`src/rtl/ctl_port_pkg.sv`:
```
package ctl_port_pkg;
    localparam int ADDR_W_DEF  = 4;
    localparam int RSV_W_DEF   = 2;
    localparam int DATA_W_DEF  = 10;
    localparam int NUM_VOL_DEF = 6;
    localparam int NUM_CTL_DEF = 3;
endpackage

```
`src/rtl/ctl_sync2.sv`:
```
module ctl_sync2 #(
    parameter int WIDTH = 3
) (
    input  logic             clk_i,
    input  logic             rst_ni,
    input  logic [WIDTH-1:0] async_i,
    output logic [WIDTH-1:0] lvl_o
);
    typedef struct packed {
        logic [WIDTH-1:0] s1;
        logic [WIDTH-1:0] s2;
    } st_t;

    st_t st_d, st_q;

    always_comb begin
        st_d    = st_q;
        st_d.s1 = async_i;
        st_d.s2 = st_q.s1;
    end

    always_ff @(posedge clk_i or negedge rst_ni) begin
        if (!rst_ni) st_q <= '0;
        else         st_q <= st_d;
    end

    assign lvl_o = st_q.s2;
endmodule

```
`src/rtl/ctl_frame_rx.sv`:
```
module ctl_frame_rx #(
    parameter int FRAME_BITS = 16
) (
    input  logic                  clk_i,
    input  logic                  rst_ni,
    input  logic                  sclk_i,
    input  logic                  sdat_i,
    input  logic                  slat_i,
    output logic                  word_vld_o,
    output logic [FRAME_BITS-1:0] word_o
);
    localparam int CNT_W = $clog2(FRAME_BITS + 2);
    localparam logic [CNT_W-1:0] CNT_FULL = CNT_W'(FRAME_BITS);
    localparam logic [CNT_W-1:0] CNT_SAT  = CNT_W'(FRAME_BITS + 1);

    typedef struct packed {
        logic                  sclk_p;
        logic                  lat_p;
        logic [FRAME_BITS-1:0] sr;
        logic [CNT_W-1:0]      cnt;
        logic                  vld;
        logic [FRAME_BITS-1:0] word;
    } st_t;

    st_t  st_d, st_q;
    logic sclk_rise, lat_rise;

    assign sclk_rise = sclk_i & ~st_q.sclk_p;
    assign lat_rise  = slat_i & ~st_q.lat_p;

    always_comb begin
        st_d        = st_q;
        st_d.sclk_p = sclk_i;
        st_d.lat_p  = slat_i;
        st_d.vld    = 1'b0;
        if (lat_rise) begin
            st_d.vld  = (st_q.cnt == CNT_FULL);
            st_d.word = st_q.sr;
            st_d.cnt  = '0;
        end else if (sclk_rise) begin
            st_d.sr  = {st_q.sr[FRAME_BITS-2:0], sdat_i};
            st_d.cnt = (st_q.cnt == CNT_SAT) ? CNT_SAT : st_q.cnt + CNT_W'(1);
        end
    end

    always_ff @(posedge clk_i or negedge rst_ni) begin
        if (!rst_ni) st_q <= '0;
        else         st_q <= st_d;
    end

    assign word_vld_o = st_q.vld;
    assign word_o     = st_q.word;


    cnt_restart_chk: assert property (@(posedge clk_i) disable iff (!rst_ni)
        lat_rise |=> st_q.cnt == '0);


    cnt_bound_chk: assert property (@(posedge clk_i) disable iff (!rst_ni)
        st_q.cnt <= CNT_SAT);
endmodule

```
`src/rtl/ctl_reg_bank.sv`:
```
module ctl_reg_bank #(
    parameter int ADDR_W  = 4,
    parameter int RSV_W   = 2,
    parameter int DATA_W  = 10,
    parameter int NUM_VOL = 6,
    parameter int NUM_CTL = 3
) (
    input  logic                                     clk_i,
    input  logic                                     rst_ni,
    input  logic                                     word_vld_i,
    input  logic [ADDR_W+RSV_W+DATA_W-1:0]           word_i,
    output logic [(NUM_VOL+NUM_CTL)*DATA_W-1:0]      regs_o
);
    localparam int FRAME_BITS = ADDR_W + RSV_W + DATA_W;
    localparam int NUM_REGS   = NUM_VOL + NUM_CTL;
    localparam logic [ADDR_W-1:0] LAST_A = ADDR_W'(NUM_REGS - 1);

    typedef logic [NUM_REGS-1:0][DATA_W-1:0] regs_t;

    typedef struct packed {
        regs_t regs;
    } st_t;

    function automatic regs_t reset_image();
        regs_t r;
        for (int i = 0; i < NUM_REGS; i++)
            r[i] = (i < NUM_VOL) ? {DATA_W{1'b1}} : '0;
        return r;
    endfunction

    st_t                st_d, st_q;
    logic [ADDR_W-1:0]  addr;
    logic [RSV_W-1:0]   rsv;
    logic [DATA_W-1:0]  data;
    logic               wr_ok;
    logic [NUM_REGS-1:0] chg;

    assign addr  = word_i[FRAME_BITS-1 -: ADDR_W];
    assign rsv   = word_i[DATA_W +: RSV_W];
    assign data  = word_i[DATA_W-1:0];
    assign wr_ok = word_vld_i && (rsv == '0) && (addr <= LAST_A);

    always_comb begin
        st_d = st_q;
        for (int i = 0; i < NUM_REGS; i++) begin
            if (wr_ok && addr == ADDR_W'(i))
                st_d.regs[i] = data;
        end
    end

    always_ff @(posedge clk_i or negedge rst_ni) begin
        if (!rst_ni) st_q.regs <= reset_image();
        else         st_q      <= st_d;
    end

    assign regs_o = st_q.regs;

    always_comb begin
        for (int i = 0; i < NUM_REGS; i++)
            chg[i] = (st_d.regs[i] != st_q.regs[i]);
    end


    hold_without_commit_chk: assert property (@(posedge clk_i) disable iff (!rst_ni)
        !word_vld_i |=> $stable(st_q.regs));


    rsv_bits_ignored_chk: assert property (@(posedge clk_i) disable iff (!rst_ni)
        (word_vld_i && rsv != '0) |=> $stable(st_q.regs));


    bad_addr_ignored_chk: assert property (@(posedge clk_i) disable iff (!rst_ni)
        (word_vld_i && addr > LAST_A) |=> $stable(st_q.regs));


    one_reg_write_chk: assert property (@(posedge clk_i) disable iff (!rst_ni)
        $countones(chg) <= 1);
endmodule

```
`src/rtl/ctl_serial_port.sv`:
```
module ctl_serial_port
    import ctl_port_pkg::*;
#(
    parameter int ADDR_W  = ADDR_W_DEF,
    parameter int RSV_W   = RSV_W_DEF,
    parameter int DATA_W  = DATA_W_DEF,
    parameter int NUM_VOL = NUM_VOL_DEF,
    parameter int NUM_CTL = NUM_CTL_DEF
) (
    input  logic                        clk_i,
    input  logic                        rst_ni,
    input  logic                        sclk_i,
    input  logic                        sdat_i,
    input  logic                        slat_i,
    output logic [NUM_VOL*DATA_W-1:0]   vol_o,
    output logic [NUM_CTL*DATA_W-1:0]   ctl_o
);
    localparam int FRAME_BITS = ADDR_W + RSV_W + DATA_W;
    localparam int NUM_REGS   = NUM_VOL + NUM_CTL;

    logic [2:0]                   pins_sync;
    logic                         word_vld;
    logic [FRAME_BITS-1:0]        word;
    logic [NUM_REGS*DATA_W-1:0]   regs;

    ctl_sync2 #(.WIDTH(3)) u_sync (
        .clk_i   (clk_i),
        .rst_ni  (rst_ni),
        .async_i ({slat_i, sdat_i, sclk_i}),
        .lvl_o   (pins_sync)
    );

    ctl_frame_rx #(.FRAME_BITS(FRAME_BITS)) u_frame (
        .clk_i      (clk_i),
        .rst_ni     (rst_ni),
        .sclk_i     (pins_sync[0]),
        .sdat_i     (pins_sync[1]),
        .slat_i     (pins_sync[2]),
        .word_vld_o (word_vld),
        .word_o     (word)
    );

    ctl_reg_bank #(
        .ADDR_W  (ADDR_W),
        .RSV_W   (RSV_W),
        .DATA_W  (DATA_W),
        .NUM_VOL (NUM_VOL),
        .NUM_CTL (NUM_CTL)
    ) u_bank (
        .clk_i      (clk_i),
        .rst_ni     (rst_ni),
        .word_vld_i (word_vld),
        .word_i     (word),
        .regs_o     (regs)
    );

    assign vol_o = regs[NUM_VOL*DATA_W-1:0];
    assign ctl_o = regs[NUM_REGS*DATA_W-1:NUM_VOL*DATA_W];
endmodule

```
`config.mk`:
```
export PLATFORM = sky130hd
export DESIGN_NAME = ctl_serial_port
export DESIGN_NICKNAME = d
export VERILOG_FILES = /design/src/rtl/ctl_port_pkg.sv /design/src/rtl/ctl_sync2.sv /design/src/rtl/ctl_frame_rx.sv /design/src/rtl/ctl_reg_bank.sv /design/src/rtl/ctl_serial_port.sv
export SDC_FILE = /design/constraint.sdc
export NUM_CORES = 1
export LEC_CHECK = 0
export CORE_ASPECT_RATIO = 1.2
export CORE_UTILIZATION = 56
export CTS_CLUSTER_DIAMETER = 50
export CTS_CLUSTER_SIZE = 20
export DETAILED_ROUTE_END_ITERATION = 10
export PLACE_DENSITY = 0.9
export SETUP_SLACK_MARGIN = 0.4
export SYNTH_ARGS = -nofsm -noshare
export SYNTH_HDL_FRONTEND = slang
export SYNTH_SLANG_ARGS = --single-unit
```
`constraint.sdc`:
```
create_clock -name clk_i -period 3.9 [get_ports clk_i]
set_input_delay 0.78 -clock clk_i [delete_from_list [all_inputs] [get_ports clk_i]]
set_output_delay 0.78 -clock clk_i [all_outputs]
set_load 0.05 [all_outputs]
```
---- After elaboration in Yosys (flattened, before gate mapping) ----
Index checks and enable logic that the tools add are counted.
word-level totals
  register bits after elaboration ......... 136
  logic and storage cells ................. 53
cells by class
  $add $sub $neg .......................... 1
  reductions and logical operators ........ 15
  $lt $le $gt $ge ......................... 1
  equal/unequal tests ..................... 10
  muxes and demuxes ....................... 4
  bitwise logic cells ..................... 5
operators with widths
  kind                                            count
  2-to-1 mux 17 bit                               1
  == test 4 x 3 -> 1 bit (second input constant)  4
  2-to-1 mux 5 bit                                3
  logical AND 1 bit                               11
  == test 5 bit (second input constant)           2
  == test 4 x 2 -> 1 bit (second input constant)  2
  adder 5 x 1 -> 5 bit (second input constant)    1
  == test 4 x 1 -> 1 bit (second input constant)  1
  == test 4 bit (second input constant)           1
  <= comparator 4 bit (second input constant)     1
  zero test 4 bit                                 1
  NOT 1 bit                                       3
  AND 1 bit                                       2
  zero test 2 bit                                 1
  AND reduction 2 bit                             1
  nonzero test 2 bit                              1

---- Logic depth before layout (Yosys ltp) ----
Gate-level depths: netlist of run 1.
  depth in word-level cells ............... 4
  gate-level depth with buffers ........... 5

---- By module ----
Synthesis of run 1 repeated with hierarchy kept, for this count alone.
unflattened totals
  cells, all modules ...................... 359
  area, all modules ....................... 5398.9 um^2
by module, submodules not included
  module        instances  seq. area each (um^2)  cells each  area an instance (um^2)
  ctl_reg_bank  1          2327.2                 197         3480.8
  ctl_frame_rx  1          1001.0                 156         1767.9
  ctl_sync2     1          150.1                  6           150.1

---- Worst setup path before layout of run 1 ----
Ideal clock, no wire load.
  path kind ............................... flip-flop to flip-flop
  start point ............................. register u_frame.st_q (netlist bit u_frame.word_o[11])
  end point ............................... register u_bank.regs_o[30] (netlist name)
  stages on the path, launching flop included .. 5
  period minus slack after synthesis ...... 1.558 ns
  buffers on the path ..................... 1
  arrival time ............................ 1.476 ns
  setup slack ............................. 2.342 ns
  cells stage by stage .................... dfrtp_1 > nor4b_4 > and3_2 > buf_6 > mux2_2
between the ends
  longest elaborated chain between the ends .. 4
RTL lines
  element                         RTL line            RTL
  start, declared                 ctl_frame_rx.sv:25  st_t st_d, st_q;
  start signal, assigned          ctl_frame_rx.sv:48  else st_q <= st_d;
  zero test 2 bit                 ctl_reg_bank.sv:41  assign wr_ok = word_vld_i && (rsv == '0) && (addr <= LAST_A);
  logical AND 1 bit (2 in a row)  ctl_reg_bank.sv:41
  logical AND 1 bit               ctl_reg_bank.sv:46  if (wr_ok && addr == ADDR_W'(i))
Every way passes these cells.
A chain may end at the register's enable or synchronous reset.

---- Final worst setup path of run 1 ----
  start point ............................. register u_bank.regs_o[12] (netlist name)
  end point ............................... output vol_o[12]
RTL lines
  element        RTL line               RTL
  end, declared  ctl_serial_port.sv:15  output logic [NUM_VOL*DATA_W-1:0] vol_o,
No word-level cell between the ends.

==> metrics.md, run 1 <==
| Metric | Value |
|---|---|
| Status | `finished clean` |
| CTS tree | `done` |
| Sequential share of the synthesized area | `66.02%` |
| Sw frac | `25.94%` |
| Final Net Count | `457` |
| Slowest cell on crit path | `clkdlybuf4s50_1` |
| Crit path DAT | `1.89 ns` |
| Starting Density | `58.02%` |
| Final setup viols | `0` |
| Layout cells sized above 1 | `45.24%` |
| Worst hold slack | `0.3508 ns` |
| CTS Sinks | `136` |
| Vias | `3231` |
| Post-Route WL | `11.46 mm` |
| Max IR drop VDD | `0.0003804 V` |
| First-pass GRT wire length | `18.33 mm` |
| Initial antenna violation count | `0` |
| Synth area leaders | `dfrtp_1 (36%), dfstp_2 (30%), mux2_2 (23%)` |
| Area Overhead vs Synth | `29.66%` |
| Max-slew headroom | `27.51%` |
| Hold bufs inserted after CTS | `0` |
| Post-CTS sizing | `0` |
| Clock share of power | `42.9%` |
| Final period util | `68.46%` |
| Finished layout cell area | `6832 um2` |
| Avg WL per Cell | `19.69 um` |
| GRT overflow | `0` |
| Chip height | `108.3 um` |
| Residual DRC | `0` |
| Core Area | `9081 um2` |
| P_sw | `0.8665 mW` |
| Routed wl met3 | `385 um` |
| Critical-path cell list | `clkdlybuf4s50_1` |
| Fmax achieved | `374.5 MHz` |
| Post-synth top area share | `36.10%` |
| Crit path max-delay family | `buffers and inverters` |
| Number of global-route vias before repair | `3331` |
| Root buf cell | `clkbuf_8` |
| Pleak | `3.055 nW` |
| Core Util, Final | `75.23%` |
| Clock-pin slew on the worst setup and hold paths | `0.06 ns` |
| GP Congestion | `0.8029` |
| Io pins | `95` |
| Max-Cap Viols | `0` |
| Slew Limit Fails | `0` |
| Power Density | `488.9 nW/um2` |
| Synthesized Nets | `361` |
| Detail Route Antenna Nets | `0` |
| Leading area contributor after synthesis | `dfrtp_1` |
| Avg Inst Size Synth | `14.93 um2` |
| Die width | `90.55 um` |
| Slew @ Worst Pin | `1.087 ns` |
| Synth Register Bits | `136` |
| Fillcell total | `540` |
| Synth Instances | `353` |
| Commonest cells after routing, fill and taps aside | `mux2_2 (106), clkdlybuf4s50_1 (93), dfrtp_1 (76)` |
| Startpoint Class | `flop` |
| Port bufs | `94` |
| Met1 Wirelength | `4.537 mm` |
| Max clock buf depth | `2` |
| Worst Path Buf+Inv | `1` |
| Clk_lat worst skew | `0.52 ns` |
| Minimum clock period | `2.670 ns` |
| Post-synthesis cell area | `5269 um2` |
| Post-DP HPWL | `6.884 mm` |
| Die area | `9802 um2` |
| Pin count of the biggest net entering global routing | `92` |
| Worst-path fanout max | `2` |
| Antenna cells | `0` |
| Post-Route Setup TNS | `0 ns` |
| Postcts setup bufs | `0` |
| Clock Skew | `0.01025 ns` |
| Initial drt markers | `217` |
| Drt pass-1 iters | `4` |
| Seq pwr share | `51.5%` |
| Warnings from Yosys | `0` |
| Combinational share of power | `5.5%` |
| Most common cell after layout, fill and taps aside | `mux2_2` |
| Gr usage total | `25.52%` |
| Worst path required time | `3.12 ns` |
| Final hold violations | `0` |
| Top sig layer | `met4` |
| Total power | `3.340 mW` |
| Placed cell area | `6292 um2` |
| Cell-internal power | `2.474 mW` |
| Synth cell types | `31` |
| Via-per-instance ratio | `5.552` |
| CTS buffer count | `17` |
| Max incr delay on CP | `0.83 ns` |
| Met2 WL | `6.304 mm` |
| Max H-tree Level | `4` |
| Site Rows | `38` |
| RSZ-0062 raised after global routing | `no` |
| Hold Path Class | `reg -> reg` |
| Crit path capture type | `primary output` |
| CP Class | `reg -> out` |
[layer usage]
metal,track usage (%),vias up
met5,0,-
met4,10.25,0
met2,45.40,96
met3,5.837,22
li1,-,1409
met1,30.04,1704
[Yosys cell counts, drive strengths merged]
| master | number |
|---|---|
| mux2 | 106 |
| dfrtp | 76 |
| dfstp | 60 |
| nand2 | 53 |
| buf | 10 |
| clkbuf | 9 |
| a21oi | 5 |
| nand3 | 4 |
| ha | 3 |
| nand3b | 3 |
| nor2b | 3 |
| o21ai | 3 |
| and3 | 2 |
| inv | 2 |
| nand2b | 2 |
| nor2 | 2 |
| nor3b | 2 |
| or3 | 2 |
| a211o | 1 |
| a311oi | 1 |
| and4bb | 1 |
| mux2i | 1 |
| nor3 | 1 |
| nor4b | 1 |
[cell families after synthesis]
| logic type | share of synthesized area, % |
|---|---|
| buffers and inverters | 1.900 |
| AO/OA/AOI/OAI | 1.092 |
| adder cells (fa/ha/maj) | 0.7125 |
| AND/OR/NAND/NOR | 7.433 |
| multiplexers | 22.84 |
| flip-flops | 66.02 |
[final timing paths]
| kind | startpoint | end | slack, ns | cells after the start |
|---|---|---|---|---|
| max in group asynchronous | rst_ni | u_bank.regs_o[57] | 2.58 | 2 |
| worst max-delay path | u_bank.regs_o[12] | vol_o[12] | 1.23 | 1 |
| min in group asynchronous | rst_ni | u_bank.regs_o[70] | 0.47 | 1 |
| worst max register to register | u_frame.word_o[11] | u_bank.regs_o[27] | 1.95 | 3 |
| worst min register to register | u_sync.st_d[1] | u_sync.lvl_o[1] | 0.35 | 0 |
| worst min-delay path | u_sync.st_d[1] | u_sync.lvl_o[1] | 0.35 | 0 |
[state kept, by name, indices dropped and copies added, names as in the netlist]
signal / count
u_frame.word_o: 16
u_sync.lvl_o: 3
u_frame.word_vld_o: 1
u_bank.regs_o: 90
u_frame.st_q: 23
u_sync.st_d: 3
[layout make-up]
| class | instances | area [um2] | area share, % |
|---|---|---|---|
| multi-input cells | 196 | 1690 | 24.74 |
| clock inverters | 12 | 103.9 | 1.520 |
| flip-flops and latches | 136 | 3478 | 50.92 |
| well taps | 120 | 150.1 | 2.198 |
| clock buffers | 20 | 435.4 | 6.374 |
| repair buffers | 96 | 965.9 | 14.14 |
| inverters | 2 | 7.507 | 0.1099 |
[metrics by stage]
stage	worst slack, ns	cells
3_3_place_gp	1.791	550
2_1_floorplan	2.342	353
3_5_place_dp	1.785	550
4_1_cts	1.214	582
5_1_grt	1.203	582
6_report	1.230	582
[power groups by stage]
stage	logic, mW	registers, mW	clock network (mW)
3_3_place_gp	0.168	1.72	0
2_1_floorplan	0.204	1.60	0
6_report	0.185	1.72	1.43
4_1_cts	0.188	1.72	1.45
3_5_place_dp	0.181	1.73	0
5_1_grt	0.209	1.74	1.51
No activity file was read; power rests on OpenSTA's default activity.
==> inputs of run 2 (changes only) <==
- CORE_UTILIZATION: 56 -> 47
- PLACE_DENSITY: 0.9 -> 0.82
- clock period: 3.9 -> 2.2 ns (I/O delays scaled with it)
==> run 2 against run 1 <==
  * Die area increased by 19%
  * Sequential power increased by 77%
  * Sequential share of layout area decreased by 1.4 points
  * Clock skew decreased by 0.0031 ns
  * Setup slack got worse by 0.80 ns
  * Final cell count increased by 2.9%
  * Clock-buffer cell count increased by 3
==> metrics.md, run 2 (synthesis results as in run 1) <==
| Metric | Value |
|---|---|
| Final hold violations | `0` |
| Max FFs per register | `90` |
| Io pins | `95` |
| Crit path capture type | `primary output` |
| Fillcell total | `788` |
| Area Overhead vs Synth | `33.39%` |
| FF-to-FF Start | `u_frame.word_o[11]` |
| Detail Route Antenna Nets | `0` |
| Port bufs | `94` |
| GRT overflow | `0` |
| RSZ-0062 raised after global routing | `yes` |
| Residual DRC | `0` |
| Pin count of the biggest net entering global routing | `67` |
| Avg WL per Cell | `18.25 um` |
| Max IR drop VDD | `0.0006397 V` |
| Sw frac | `23.68%` |
| Post-Route WL | `10.93 mm` |
| Initial antenna violation count | `0` |
| Final period util | `80.24%` |
| Combinational share of power | `5.2%` |
| Critical-path cell list | `clkdlybuf4s18_2` |
| Chip height | `118.0 um` |
| Max incr delay on CP | `0.55 ns` |
| Commonest cells after routing, fill and taps aside | `mux2_2 (106), dfrtp_1 (76), dfstp_2 (60)` |
| Hold endpoint | `u_sync.lvl_o[2]` |
| Core Area | `10980 um2` |
| Gr usage total | `20.76%` |
| Hold path cells | `0` |
| Placed cell area | `6340 um2` |
| Layout cells sized above 1 | `58.24%` |
| Minimum clock period | `1.765 ns` |
| Hold Crit Start | `u_sync.st_d[2]` |
| GP Congestion | `0.7481` |
| CTS buffer count | `17` |
| Finished layout cell area | `7028 um2` |
| Starting Density | `47.97%` |
| Seq pwr share | `48.0%` |
| Power Density | `904.8 nW/um2` |
| Startpoint Class | `flop` |
| Die area | `11640 um2` |
| Clock share of power | `46.9%` |
| CTS Sinks | `136` |
| Clk_lat worst skew | `0.42 ns` |
| Status | `finished clean` |
| Slew Limit Fails | `0` |
| Antenna cells | `0` |
| Worst Path Buf+Inv | `1` |
| Slowest cell on crit path | `dfstp_2` |
| Hold Path Class | `reg -> reg` |
| First-pass GRT wire length | `17.90 mm` |
| Fmax achieved | `566.5 MHz` |
| Initial drt markers | `126` |
| Vias | `3150` |
| Reg2Reg Depth | `3` |
| Max-slew headroom | `51.82%` |
| P_sw | `1.506 mW` |
| Worst path required time | `1.76 ns` |
| Drt pass-1 iters | `4` |
| Max clock buf depth | `2` |
| Root buf cell | `clkbuf_16` |
| Crit path max-delay family | `flip-flops` |
| R2R setup slack | `0.46 ns` |
| Crit path DAT | `1.33 ns` |
| Max H-tree Level | `4` |
| Final Net Count | `462` |
| Site Rows | `42` |
| Most common cell after layout, fill and taps aside | `mux2_2` |
| Worst flop-to-flop path endpoint | `u_bank.regs_o[38]` |
| Pleak | `3.290 nW` |
| Worst-path fanout max | `2` |
| Slew @ Worst Pin | `0.7227 ns` |
| Cell-internal power | `4.853 mW` |
| CP Class | `reg -> out` |
| Max-Cap Viols | `0` |
| Via-per-instance ratio | `5.259` |
| Number of global-route vias before repair | `3278` |
| Final setup viols | `0` |
| Clock Skew | `0.007161 ns` |
| Clock-pin slew on the worst setup and hold paths | `0.06 ns` |
| Post-Route Setup TNS | `0 ns` |
| Post-DP HPWL | `7.234 mm` |
| Die width | `98.66 um` |
| CTS tree | `done` |
==> run 2: what timing repair did <==
| action | in CTS | in global routing |
|---|---|---|
| gates resized for setup | 205 | 11 |
| buffers inserted | 0 | 1 |
| setup endpoints to repair | 89 | 33 |
| hold endpoints to repair | 1 | 0 |
| pin swaps | 0 | 1 |
| hold buffers | 1 | 0 |
==> run 2: routing by layer <==
| layer | vias to the layer above | track usage, % | share of wire (%) |
|---|---|---|---|
| li1 | 1420 | - | - |
| met1 | 1646 | 24.90 | 41 |
| met2 | 72 | 35.39 | 54 |
| met3 | 12 | 6.829 | 3.8 |
| met4 | 0 | 6.437 | 1.2 |
| met5 | - | 0 | 0 |
==> run 2: how the worst max path moves through the flow <==
stage	cells past startpoint	slack (ns)	end	startpoint
final	1	0.43	vol_o[31]	u_bank.regs_o[31]
after detailed placement	3	0.42	u_bank.regs_o[64]	u_frame.word_o[10]
after global routing	3	0.36	u_bank.regs_o[38]	u_frame.word_o[11]
after CTS	1	0.26	vol_o[25]	u_bank.regs_o[25]
after global placement	1	0.43	vol_o[16]	u_bank.regs_o[16]
after floorplan	4	0.64	u_bank.regs_o[30]	u_frame.word_o[11]
==> run 2: power groups by stage <==
stage / logic [mW] / registers, mW / clock network (mW)
after floorplan: 0.362 / 2.83 / 0
after global placement: 0.304 / 3.07 / 0
after detailed placement: 0.330 / 3.08 / 0
after CTS: 0.335 / 3.05 / 3.02
after global routing: 0.372 / 3.09 / 3.16
final: 0.329 / 3.05 / 2.98
==> run 2: layout make-up <==
| cell class | instances | area (um2) | area share, % |
|---|---|---|---|
| Multi-Input combinational cell | 196 | 1702 | 24.21 |
| Timing Repair Buffer | 101 | 1050 | 14.94 |
| Clock inverter | 9 | 147.6 | 2.101 |
| Tap cell | 132 | 165.2 | 2.350 |
| Sequential cell | 136 | 3478 | 49.49 |
| Clock buffer | 23 | 478.0 | 6.801 |
| Inverter | 2 | 7.507 | 0.1068 |
==> run 2: stage by stage <==
stage	cells	util, %	power [mW]	hold WS (ns)	worst slack [ns]
6_report	599	63.99	6.359	0.3484	0.4347
2_1_floorplan	353	-	3.197	0.1444	0.6423
3_5_place_dp	565	57.72	3.412	0.3379	0.4231
4_1_cts	598	63.82	6.397	0.3512	0.2566
5_1_grt	599	63.99	6.617	0.3701	0.3647
3_3_place_gp	565	57.72	3.373	0.3350	0.4334
